--- config.mk ---
export PLATFORM = sky130hd
export DESIGN_NAME = adcq_sequencer
export DESIGN_NICKNAME = d
export VERILOG_FILES = /design/src/rtl/adcq_pkg.sv /design/src/rtl/adcq_ccw_table.sv /design/src/rtl/adcq_phase_timer.sv /design/src/rtl/adcq_queue_ctrl.sv /design/src/rtl/adcq_sequencer.sv
export SDC_FILE = /design/constraint.sdc
export NUM_CORES = 1
export LEC_CHECK = 0
export ABC_AREA = 1
export BUFFER_PORTS_ARGS = -buffer_cell sky130_fd_sc_hd__buf_2
export CAP_MARGIN = 10
export CORE_UTILIZATION = 40
export DETAILED_ROUTE_END_ITERATION = 8
export GPL_ROUTABILITY_DRIVEN = 0
export PLACE_DENSITY = 0.68
export SYNTH_ARGS = -nofsm -noshare
export SYNTH_HDL_FRONTEND = slang
export SYNTH_SLANG_ARGS = --single-unit
--- constraint.sdc ---
create_clock -name clk -period 1.73 [get_ports clk]
set_input_delay 0.2595 -clock clk [delete_from_list [all_inputs] [get_ports clk]]
set_output_delay 0.2595 -clock clk [all_outputs]
set_load 0.1 [all_outputs]
--- src/rtl/adcq_pkg.sv ---
package adcq_pkg;

    localparam int CHAN_W = 6;
    localparam int IST_W  = 2;
    localparam int CCW_W  = 10;
    localparam int CNT_W  = 5;

    localparam logic [CHAN_W-1:0] END_CHAN = 6'd63;

    typedef struct packed {
        logic              pause;
        logic              bypass;
        logic [IST_W-1:0]  ist;
        logic [CHAN_W-1:0] chan;
    } ccw_t;

    typedef enum logic [2:0] {
        S_IDLE,
        S_PAUSE,
        S_LOAD,
        S_INIT,
        S_FINAL,
        S_RESOLVE
    } seq_state_e;

    // Final sample length in QCLK pulses; bypass raises it to a floor.
    function automatic logic [CNT_W-1:0] final_qclks(
        input logic [IST_W-1:0] ist,
        input logic             bypass,
        input int               byp_min
    );
        logic [CNT_W-1:0] len;
        len = CNT_W'(2) << ist;
        if (bypass && (len < CNT_W'(byp_min)))
            len = CNT_W'(byp_min);
        return len;
    endfunction

endpackage

--- src/rtl/adcq_ccw_table.sv ---
module adcq_ccw_table
    import adcq_pkg::*;
#(
    parameter int ENTRIES = 16,
    localparam int IDX_W = $clog2(ENTRIES)
) (
    input  logic             clk,
    input  logic             rst,
    input  logic             we,
    input  logic [IDX_W-1:0] waddr,
    input  ccw_t             wdata,
    input  logic [IDX_W-1:0] rd_idx,
    output ccw_t             rd_word
);

    ccw_t mem [ENTRIES];

    always_ff @(posedge clk) begin
        if (rst) begin
            for (int e = 0; e < ENTRIES; e++)
                mem[e] <= '0;
        end else if (we) begin
            mem[waddr] <= wdata;
        end
    end

    assign rd_word = mem[rd_idx];

    AST_WRITE_LANDS: assert property (@(posedge clk) disable iff (rst)
        we |=> (mem[$past(waddr)] == $past(wdata)));

endmodule

--- src/rtl/adcq_phase_timer.sv ---
module adcq_phase_timer
    import adcq_pkg::*;
(
    input  logic             clk,
    input  logic             rst,
    input  logic             qclk_en,
    input  logic             load,
    input  logic [CNT_W-1:0] load_val,
    output logic             expire
);

    logic [CNT_W-1:0] cnt;

    always_ff @(posedge clk) begin
        if (rst)
            cnt <= '0;
        else if (load)
            cnt <= load_val;
        else if (qclk_en && (cnt != '0))
            cnt <= cnt - CNT_W'(1);
    end

    assign expire = qclk_en && (cnt == CNT_W'(1));

    AST_LOAD_NONZERO: assert property (@(posedge clk) disable iff (rst)
        load |-> (load_val != '0));

endmodule

--- src/rtl/adcq_queue_ctrl.sv ---
module adcq_queue_ctrl
    import adcq_pkg::*;
#(
    parameter int ENTRIES   = 16,
    parameter int RES_W     = 10,
    parameter int INIT_Q    = 2,
    parameter int RESOLVE_Q = 10,
    parameter int BYP_MIN_Q = 4,
    localparam int IDX_W = $clog2(ENTRIES)
) (
    input  logic             clk,
    input  logic             rst,
    input  logic             trig,
    input  logic             expire,
    input  ccw_t             ccw,
    input  logic [RES_W-1:0] adc_result,
    output logic [IDX_W-1:0] idx,
    output logic             load,
    output logic [CNT_W-1:0] load_val,
    output logic             busy,
    output logic             paused,
    output logic             done,
    output logic             overrun,
    output logic             ph_init,
    output logic             ph_final,
    output logic             ph_resolve,
    output logic             res_we,
    output logic [IDX_W-1:0] res_idx,
    output logic [RES_W-1:0] res_data
);

    localparam logic [IDX_W-1:0] LAST_IDX = IDX_W'(ENTRIES - 1);

    seq_state_e state;

    assign busy       = (state == S_LOAD) || (state == S_INIT) ||
                        (state == S_FINAL) || (state == S_RESOLVE);
    assign paused     = (state == S_PAUSE);
    assign ph_init    = (state == S_INIT);
    assign ph_final   = (state == S_FINAL);
    assign ph_resolve = (state == S_RESOLVE);

    // Phase length loads for the shared timer
    always_comb begin
        load     = 1'b0;
        load_val = '0;
        case (state)
            S_LOAD: begin
                if (ccw.chan != END_CHAN) begin
                    load     = 1'b1;
                    load_val = ccw.bypass ? final_qclks(ccw.ist, 1'b1, BYP_MIN_Q)
                                          : CNT_W'(INIT_Q);
                end
            end
            S_INIT: begin
                if (expire) begin
                    load     = 1'b1;
                    load_val = final_qclks(ccw.ist, ccw.bypass, BYP_MIN_Q);
                end
            end
            S_FINAL: begin
                if (expire) begin
                    load     = 1'b1;
                    load_val = CNT_W'(RESOLVE_Q);
                end
            end
            default: ;
        endcase
    end

    always_ff @(posedge clk) begin
        if (rst) begin
            state    <= S_IDLE;
            idx      <= '0;
            done     <= 1'b0;
            overrun  <= 1'b0;
            res_we   <= 1'b0;
            res_idx  <= '0;
            res_data <= '0;
        end else begin
            res_we <= 1'b0;
            case (state)
                S_IDLE, S_PAUSE: begin
                    if (trig) begin
                        overrun <= 1'b0;
                        done    <= 1'b0;
                        state   <= S_LOAD;
                        if (state == S_IDLE)
                            idx <= '0;
                    end
                end
                S_LOAD: begin
                    if (ccw.chan == END_CHAN) begin
                        done  <= 1'b1;
                        state <= S_IDLE;
                    end else begin
                        state <= ccw.bypass ? S_FINAL : S_INIT;
                    end
                end
                S_INIT: begin
                    if (expire)
                        state <= S_FINAL;
                end
                S_FINAL: begin
                    if (expire)
                        state <= S_RESOLVE;
                end
                S_RESOLVE: begin
                    if (expire) begin
                        res_we   <= 1'b1;
                        res_idx  <= idx;
                        res_data <= adc_result;
                        if (idx == LAST_IDX) begin
                            done  <= 1'b1;
                            state <= S_IDLE;
                        end else begin
                            idx   <= idx + IDX_W'(1);
                            state <= ccw.pause ? S_PAUSE : S_LOAD;
                        end
                    end
                end
                default: state <= S_IDLE;
            endcase
            if (trig && busy)
                overrun <= 1'b1;
        end
    end

    AST_BYP_SKIPS_INIT: assert property (@(posedge clk) disable iff (rst)
        ph_init |-> !ccw.bypass);

    AST_RES_AFTER_RESOLVE: assert property (@(posedge clk) disable iff (rst)
        res_we |-> $past(ph_resolve));

    AST_PAUSE_HOLDS: assert property (@(posedge clk) disable iff (rst)
        (paused && !trig) |=> (paused && $stable(idx)));

    AST_DONE_ONLY_IDLE: assert property (@(posedge clk) disable iff (rst)
        done |-> (!busy && !paused));

    AST_OVERRUN_SET: assert property (@(posedge clk) disable iff (rst)
        (trig && busy) |=> overrun);

    AST_TRIG_KEEPS_INDEX: assert property (@(posedge clk) disable iff (rst)
        (trig && busy && !expire) |=> $stable(idx));

endmodule

--- src/rtl/adcq_sequencer.sv ---
module adcq_sequencer
    import adcq_pkg::*;
#(
    parameter int ENTRIES   = 16,
    parameter int RES_W     = 10,
    parameter int INIT_Q    = 2,
    parameter int RESOLVE_Q = 10,
    parameter int BYP_MIN_Q = 4,
    localparam int IDX_W = $clog2(ENTRIES)
) (
    input  logic             clk,
    input  logic             rst,
    input  logic             qclk_en,
    input  logic             trig,
    input  logic             ccw_we,
    input  logic [IDX_W-1:0] ccw_waddr,
    input  logic [9:0]       ccw_wdata,
    input  logic [RES_W-1:0] adc_result,
    output logic [5:0]       adc_chan,
    output logic             ph_init,
    output logic             ph_final,
    output logic             ph_resolve,
    output logic             res_we,
    output logic [IDX_W-1:0] res_idx,
    output logic [RES_W-1:0] res_data,
    output logic             busy,
    output logic             paused,
    output logic             done,
    output logic             overrun,
    output logic [IDX_W-1:0] cur_idx
);

    ccw_t             cur_ccw;
    logic             tmr_load;
    logic [CNT_W-1:0] tmr_val;
    logic             tmr_expire;

    adcq_ccw_table #(.ENTRIES(ENTRIES)) i_table (
        .clk     (clk),
        .rst     (rst),
        .we      (ccw_we),
        .waddr   (ccw_waddr),
        .wdata   (ccw_t'(ccw_wdata)),
        .rd_idx  (cur_idx),
        .rd_word (cur_ccw)
    );

    adcq_phase_timer i_timer (
        .clk      (clk),
        .rst      (rst),
        .qclk_en  (qclk_en),
        .load     (tmr_load),
        .load_val (tmr_val),
        .expire   (tmr_expire)
    );

    adcq_queue_ctrl #(
        .ENTRIES   (ENTRIES),
        .RES_W     (RES_W),
        .INIT_Q    (INIT_Q),
        .RESOLVE_Q (RESOLVE_Q),
        .BYP_MIN_Q (BYP_MIN_Q)
    ) i_ctrl (
        .clk        (clk),
        .rst        (rst),
        .trig       (trig),
        .expire     (tmr_expire),
        .ccw        (cur_ccw),
        .adc_result (adc_result),
        .idx        (cur_idx),
        .load       (tmr_load),
        .load_val   (tmr_val),
        .busy       (busy),
        .paused     (paused),
        .done       (done),
        .overrun    (overrun),
        .ph_init    (ph_init),
        .ph_final   (ph_final),
        .ph_resolve (ph_resolve),
        .res_we     (res_we),
        .res_idx    (res_idx),
        .res_data   (res_data)
    );

    assign adc_chan = cur_ccw.chan;

    // Independent count of final-sample pulses for the bypass floor check
    logic [CNT_W:0] fin_seen;

    always_ff @(posedge clk) begin
        if (rst)
            fin_seen <= '0;
        else if (ph_final)
            fin_seen <= fin_seen + (CNT_W+1)'(qclk_en);
        else
            fin_seen <= '0;
    end

    AST_BYP_FINAL_MIN: assert property (@(posedge clk) disable iff (rst)
        ($fell(ph_final) && $past(cur_ccw.bypass)) |-> (fin_seen >= (CNT_W+1)'(BYP_MIN_Q)));

endmodule

# --- After elaboration in Yosys (flattened, before gate mapping) ---
# Memories as Yosys holds them, arrays and structs flattened. A register that Yosys moved wholly into a read port is not among the register bits.
# Index checks and enable logic that the tools add are counted.
classes:
  n_addsub: 2
  n_lt_le_gt_ge: 1
  eq_ne: 17
  shifts: 1
  muxes: 43
  bitwise: 1
  reduce_logical: 23
op_table:
  columns: ["cell", "n"]
  rows:
  - ["two-way mux 5 bit", 7]
  - ["two-way mux 4 bit", 8]
  - ["two-way mux 3 bit", 7]
  - ["one-hot mux 3 bit (5 select lines)", 1]
  - ["one-hot mux 5 bit (3 select lines)", 1]
  - ["two-way mux 1 bit", 14]
  - ["two-way mux 10 bit", 1]
  - ["!= test 2 x 1 -> 1 bit (second input constant)", 5]
  - ["AND reduction 5 bit", 2]
  - ["OR reduction 10 bit", 1]
  - ["one-hot mux 4 bit (2 select lines)", 1]
  - ["nonzero test 2 bit", 4]
  - ["equality test 3 x 2 -> 1 bit (second input constant)", 2]
  - ["equality test 3 bit (second input constant)", 2]
  - ["equality test 6 bit (second input constant)", 1]
  - ["!= test 2 bit (second input constant)", 3]
  - ["!= test 6 bit (second input constant)", 1]
  - ["OR reduction 2 bit", 3]
  - ["equality test 5 x 1 -> 1 bit (second input constant)", 1]
  - ["< comparator 5 x 3 -> 1 bit (second input constant)", 1]
  - ["nonzero test 5 bit", 1]
  - ["left shift 2 x 2 -> 5 bit (first input constant)", 1]
  - ["subtractor 5 x 1 -> 5 bit (second input constant)", 1]
  - ["adder 4 x 1 -> 4 bit (second input constant)", 1]
  - ["other kinds (12)", 18]
word_totals:
  register_bits: 29
  ramBits: 160
  input_bits: 29
  memories: 1
mem_list:
  columns: ["memory", "depth", "word_bits", "read_ports", "rd_ports_with_merged_regs", "write_ports", "line", "rtl"]
  rows:
  - ["i_table.mem", 16, 10, 1, 1, 16, "adcq_ccw_table.sv:16", "ccw_t mem [ENTRIES];"]

# --- Logic depth before layout (Yosys ltp) ---
depth:
  depth_word: 7
  depth_mapped: 18
  depth_no_buf: 15

# --- Hierarchy ---
# A second synthesis with hierarchy kept.
unflattened:
  cells_unflattened: 1131
  area_unflattened_um2: 9512.9
by_module_without_submodules:
  columns: ["mod", "instances", "cells_each", "area_each_um2", "seq_area_each_um2"]
  rows:
  - ["adcq_ccw_table", 1, 889, 7835.0, 4804.6]
  - ["adcq_queue_ctrl", 1, 189, 1342.5, 480.5]
  - ["adcq_phase_timer", 1, 53, 335.3, 100.1]

# --- Least setup slack after synthesis ---
# Ideal clock, no wire load.
synth_path:
  path_kind: "reg2reg"
  startpoint: "register i_ctrl.state[2]"
  endpoint: "register i_ctrl.overrun"
  setup_ns: 0.070
  t_arrival_ns: 3.937
  required_time_ns: 1.660
  slack_ns: -2.277
  stages_incl_launch_ff: 7
  cell_sequence: "dfxtp_1 -> inv_1 -> nor3_1 -> inv_1 -> nand3_1 -> nand2_1 -> a21oi_1"
synth_between:
  word_cells_on_any_way: 15
  classes_between: "5 x eq/ne; 1 x mux; 9 x reduce/logical"
synth_lines:
  columns: ["item", "line", "rtl"]
  rows:
  - ["start: declaration", "adcq_queue_ctrl.sv:34", "seq_state_e state;"]
  - ["start signal: assignment", "adcq_queue_ctrl.sv:97", "state <= ccw.bypass ? S_FINAL : S_INIT;"]
  - ["start signal: assignment", "adcq_queue_ctrl.sv:118", "state <= ccw.pause ? S_PAUSE : S_LOAD;"]
  - ["equality test 3 bit (*)", null, null]
  - ["named net ph_final", "adcq_sequencer.sv:21", "output logic ph_final,"]
  - ["logical OR 1 bit (*)", "adcq_queue_ctrl.sv:36", "assign busy = (state == S_LOAD) || (state == S_INIT) ||"]
  - ["logical OR 1 bit (*)", "adcq_queue_ctrl.sv:37", "(state == S_FINAL) || (state == S_RESOLVE);"]
  - ["named net busy", "adcq_sequencer.sv:26", "output logic busy,"]
  - ["logical AND 1 bit (*)", "adcq_queue_ctrl.sv:124", "if (trig && busy)"]
  - ["nonzero test 2 bit (no source line)", null, null]
  - ["AND reduction 2 bit (no source line)", null, null]
  - ["end signal: assignment", "adcq_queue_ctrl.sv:76", "overrun <= 1'b0;"]
  - ["end signal: assignment", "adcq_queue_ctrl.sv:85", "overrun <= 1'b0;"]
  - ["end signal: assignment", "adcq_queue_ctrl.sv:125", "overrun <= 1'b1;"]
  - ["end: declaration", "adcq_queue_ctrl.sv:23", "output logic overrun,"]
# Mark *: on every way through the listed nets, which the timed path passes. The rest lies on a longest branch.
# A chain may end at the register's enable or synchronous reset.

==> qor.csv <==
stage;metric;value;unit
synth;Mapped Nets;1049;
pwr;internal cell power;8.22;mW
finish;Final Net Count;1187;
global_route;first-pass GRT wire length;39700;µm
drt;First DRT Iteration DRCs;721;
synth;EDFF count, synth;160;
clocking;Root Buffer;clkbuf_16;
pwr;Logic pwr share;18.8;%
finish;# diodes;0;
clocking;CTS tree;yes;
sta;Slew @ Worst Pin;0.495;ns
synth;Netlist cell types;30;
global_route;vias in the first global route;7266;
worst_setup_path;CP Class;flip-flop to output port;
clocking;post-cts hold buffer count;0;
floorplanning;Starting Density;41.3;%
worst_setup_path;CP required;1.47;ns
worst_setup_path;startpoint types;flip-flop;
drt;top layer in use;met4;
clocking;clk buf depth;2;
sta;fin crit period;2.27;ns
floorplanning;Core Area;22000;µm²
sta;period utilization;131;%
worst_setup_path;CP max FO;14;
worst_setup_path;crit-path cells;inv_4 -> buf_4 -> nor2_1 -> o21ai_2 -> nand3_1 -> nand3_2 -> nand2_8 -> buf_6 -> buf_12;
global_route;GRT Overall Usage;22.4;%
outcome;status;finished with violations;
global_route;largest net degree at the start of global routing;39;
synth;Synth area leader;edfxtp_1;
placed_design;dpl hpwl;16500;µm
synth;asr flop ratio synth;0;%
drt;met1 wire length;10800;µm
synth;compound-cell area share of the yosys netlist;6.48;%
pwr;pwr/cell area;962;nW/µm²
clocking;Clk pin slew, worst setup/hold paths;0.08;ns
floorplanning;Die Span X;153;µm
sta;fmax;441;MHz
clocking;Inserted Clock Buffers;17;
synth;Synth Warn #;0;
job;number of max-cap violations;0;
pwr;Pwr Total;11.6;mW
drt;Avg Vias per Cell;5.26;
drt;via count;7611;
synth;sequential-to-total area share from yosys stat;60.1;%
pwr;clock share of power;34.3;%
placed_design;port bufs;60;
pwr;Lkg Pwr;5.12;nW
floorplanning;die area;23300;µm²
floorplanning;I/O pins;61;
synth;multiplexer share of the synthesized area;0;%
pwr;switching power;3.36;mW
synth;adder-cell share of the synthesized area;0.550;%
global_route;antenna violations before repair;0;
finish;final core area utilization;54.7;%
drt;ANT nets after route;0;
global_route;GR Overflow Total;0;
clocking;H-tree levels;4;
sta;RSZ-0062 raised after global routing;true;
worst_setup_path;Slowest-stage cell, CP;dfxtp_2;
sta;Worst Setup Slack, final;-0.536;ns
synth;Syn Area/Cell;8.95;µm²
synth;Syn Std Cell Area;9090;µm²
sta;Max Slew Vio Count;0;
sta;final setup violation count;15;
synth;Seq cells post-synth;193;
synth;Post-Syn Instances;1016;
worst_setup_path;Worst EP arrival;2.01;ns
floorplanning;row cnt;54;
worst_setup_path;CP endpoint kind;output port;
sta;skew final;0.0109;ns
drt;routed wire length;26200;µm
synth;Synth Area in XOR/XNOR;0.385;%
floorplanning;die height;153;µm
outcome;failing checks;design-rule violations, negative setup slack;
drt;DR WL/cell;18.1;µm
drt;Met2 Wirelength;12800;µm
worst_setup_path;CP max stage delay;0.38;ns
drt;DRC violations left;3;
worst_hold_path;Hold Crit Class;input port to flip-flop;
pwr;register share of total power;46.9;%
drt;met3 wire len;1870;µm
clocking;Worst-Skew Late Latency;0.44;ns
synth;dominant synthesized flop cell;edfxtp_1;
worst_setup_path;kind of cell adding the most delay to the critical path;simple AND/OR/NAND/NOR gates;
drt;Pre-antenna DRT Iters;8;
clocking;clk sinks;193;
sta;Final Hold Violating Endpoints;0;
synth;largest family of logic cells by synthesized area;simple AND/OR/NAND/NOR gates;
pwr;peak supply drop;0.616;mV
synth;Post-Synth Simple-Gate Area;24.7;%
finish;share of layout cells above drive strength 1;27.1;%
finish;area grow syn2layout;32.5;%
sta;Rel. slew slack;67.2;%
synth;synth top area cells;edfxtp_1, nor2_1, dfxtp_1;
worst_setup_path;Bufs and invs on worst path;4;
synth;top cell type's share of synthesized area;52.8;%
pwr;Sw Ratio;29.0;%
==> power groups by stage <==
stage	clock [mW]	combinational, mW	sequential, mW
5_1_grt	4.18	2.37	5.46
6_report	3.98	2.17	5.43
4_1_cts	4.00	1.99	5.43
3_5_place_dp	0	1.89	5.53
2_1_floorplan	0	1.19	5.58
3_3_place_gp	0	1.87	5.52
==> layer usage <==
layer | GRT usage [%] | up-vias
met3 | 4.58 | 51
met1 | 28.5 | 3635
met5 | 0 | -
met4 | 8.47 | 0
li1 | - | 3605
met2 | 37.5 | 320
==> worst min-delay path, cell delays in order <==
cell and delay, ns:
buf_2 0.07, nor2_1 0.03, nor2_1 0.08
==> path summary, 6_finish.rpt <==
check	startpoint	slack, ns	to	cells after the start
worst min register to register	i_ctrl.done	0.50	i_ctrl.done	2
worst max register to register	flip-flop	-0.39	i_timer.cnt[1]	16
worst min-delay path	adc_result[1]	0.03	i_ctrl.res_data[1]	3
worst max-delay path	flip-flop	-0.54	adc_chan[4]	9
==> cell usage in the layout (no fill, tap or decap), types with 20 or more instances in the layout <==
master,instances
o211ai_1,20
nand3_2,22
buf_12,31
clkbuf_16,21
edfxtp_1,160
buf_2,49
inv_1,79
nand2_1,152
dfxtp_1,27
nand3_1,44
nor2_1,272
buf_4,80
o21ai_0,43
==> cells by family after synthesis <==
kind of cell | count (synthesis)
simple gates | 557
fa+ha+maj | 4
flops | 193
buf+inv | 152
compound gates | 106
xor+xnor | 4
==> area by class of cell <==
type | instances | area, µm²
fillers | 1844 | 9980
flip-flops and latches | 193 | 5480
multi-input cells | 672 | 3490
repair buffers | 183 | 1790
clock buffers | 19 | 464
well taps | 280 | 350
inverters | 87 | 349
clock inverters | 13 | 126
==> synth_stat cells (2+ instances only) <==
master / number
o21ai_1: 13
o21ai_0: 52
nor3_1: 6
dfxtp_1: 33
buf_6: 10
buf_2: 12
inv_2: 2
buf_8: 2
inv_1: 82
xor2_1: 4
o211ai_1: 20
edfxtp_1: 160
a21oi_1: 19
nand2_1: 176
ha_1: 4
clkbuf_1: 36
nand3_1: 77
nor2_1: 281
nand4_1: 7
nand2_2: 7
buf_4: 4
==> per-stage QoR <==
step / std cells / hold slack [ns] / worst slack (ns) / setup TNS, ns / instance area [µm²]
after floorplan: 1016 / 0.394 / -0.284 / -9.46 / 9380
after global placement: 1385 / 0.453 / -0.289 / -2.61 / 10700
after detailed placement: 1385 / 0.455 / -0.346 / -3.33 / 10700
after CTS: 1429 / 0.0254 / -0.511 / -5.70 / 11700
after global routing: 1447 / 0.0410 / -0.600 / -7.85 / 12000
final: 1447 / 0.0328 / -0.536 / -6.17 / 12000
==> timing repair <==
action | in CTS | in global routing
pin swaps | 18 | 40
buffers inserted | 10 | 16
gates cloned | 2 | 4
setup endpoints to repair | 18 | 38
hold endpoints to repair | 0 | 0
gates resized for setup | 46 | 56
==> registers in the layout (all words and copies together), names as in the netlist, 3 cells and up, named ones only <==
| name | count |
|---|---|
| i_table.mem | 160 |
| i_ctrl.res_data | 10 |
| i_timer.cnt | 5 |
| i_ctrl.idx | 4 |
| i_ctrl.res_idx | 4 |
| i_ctrl.state | 3 |
(Power assumes the default switching activity.)
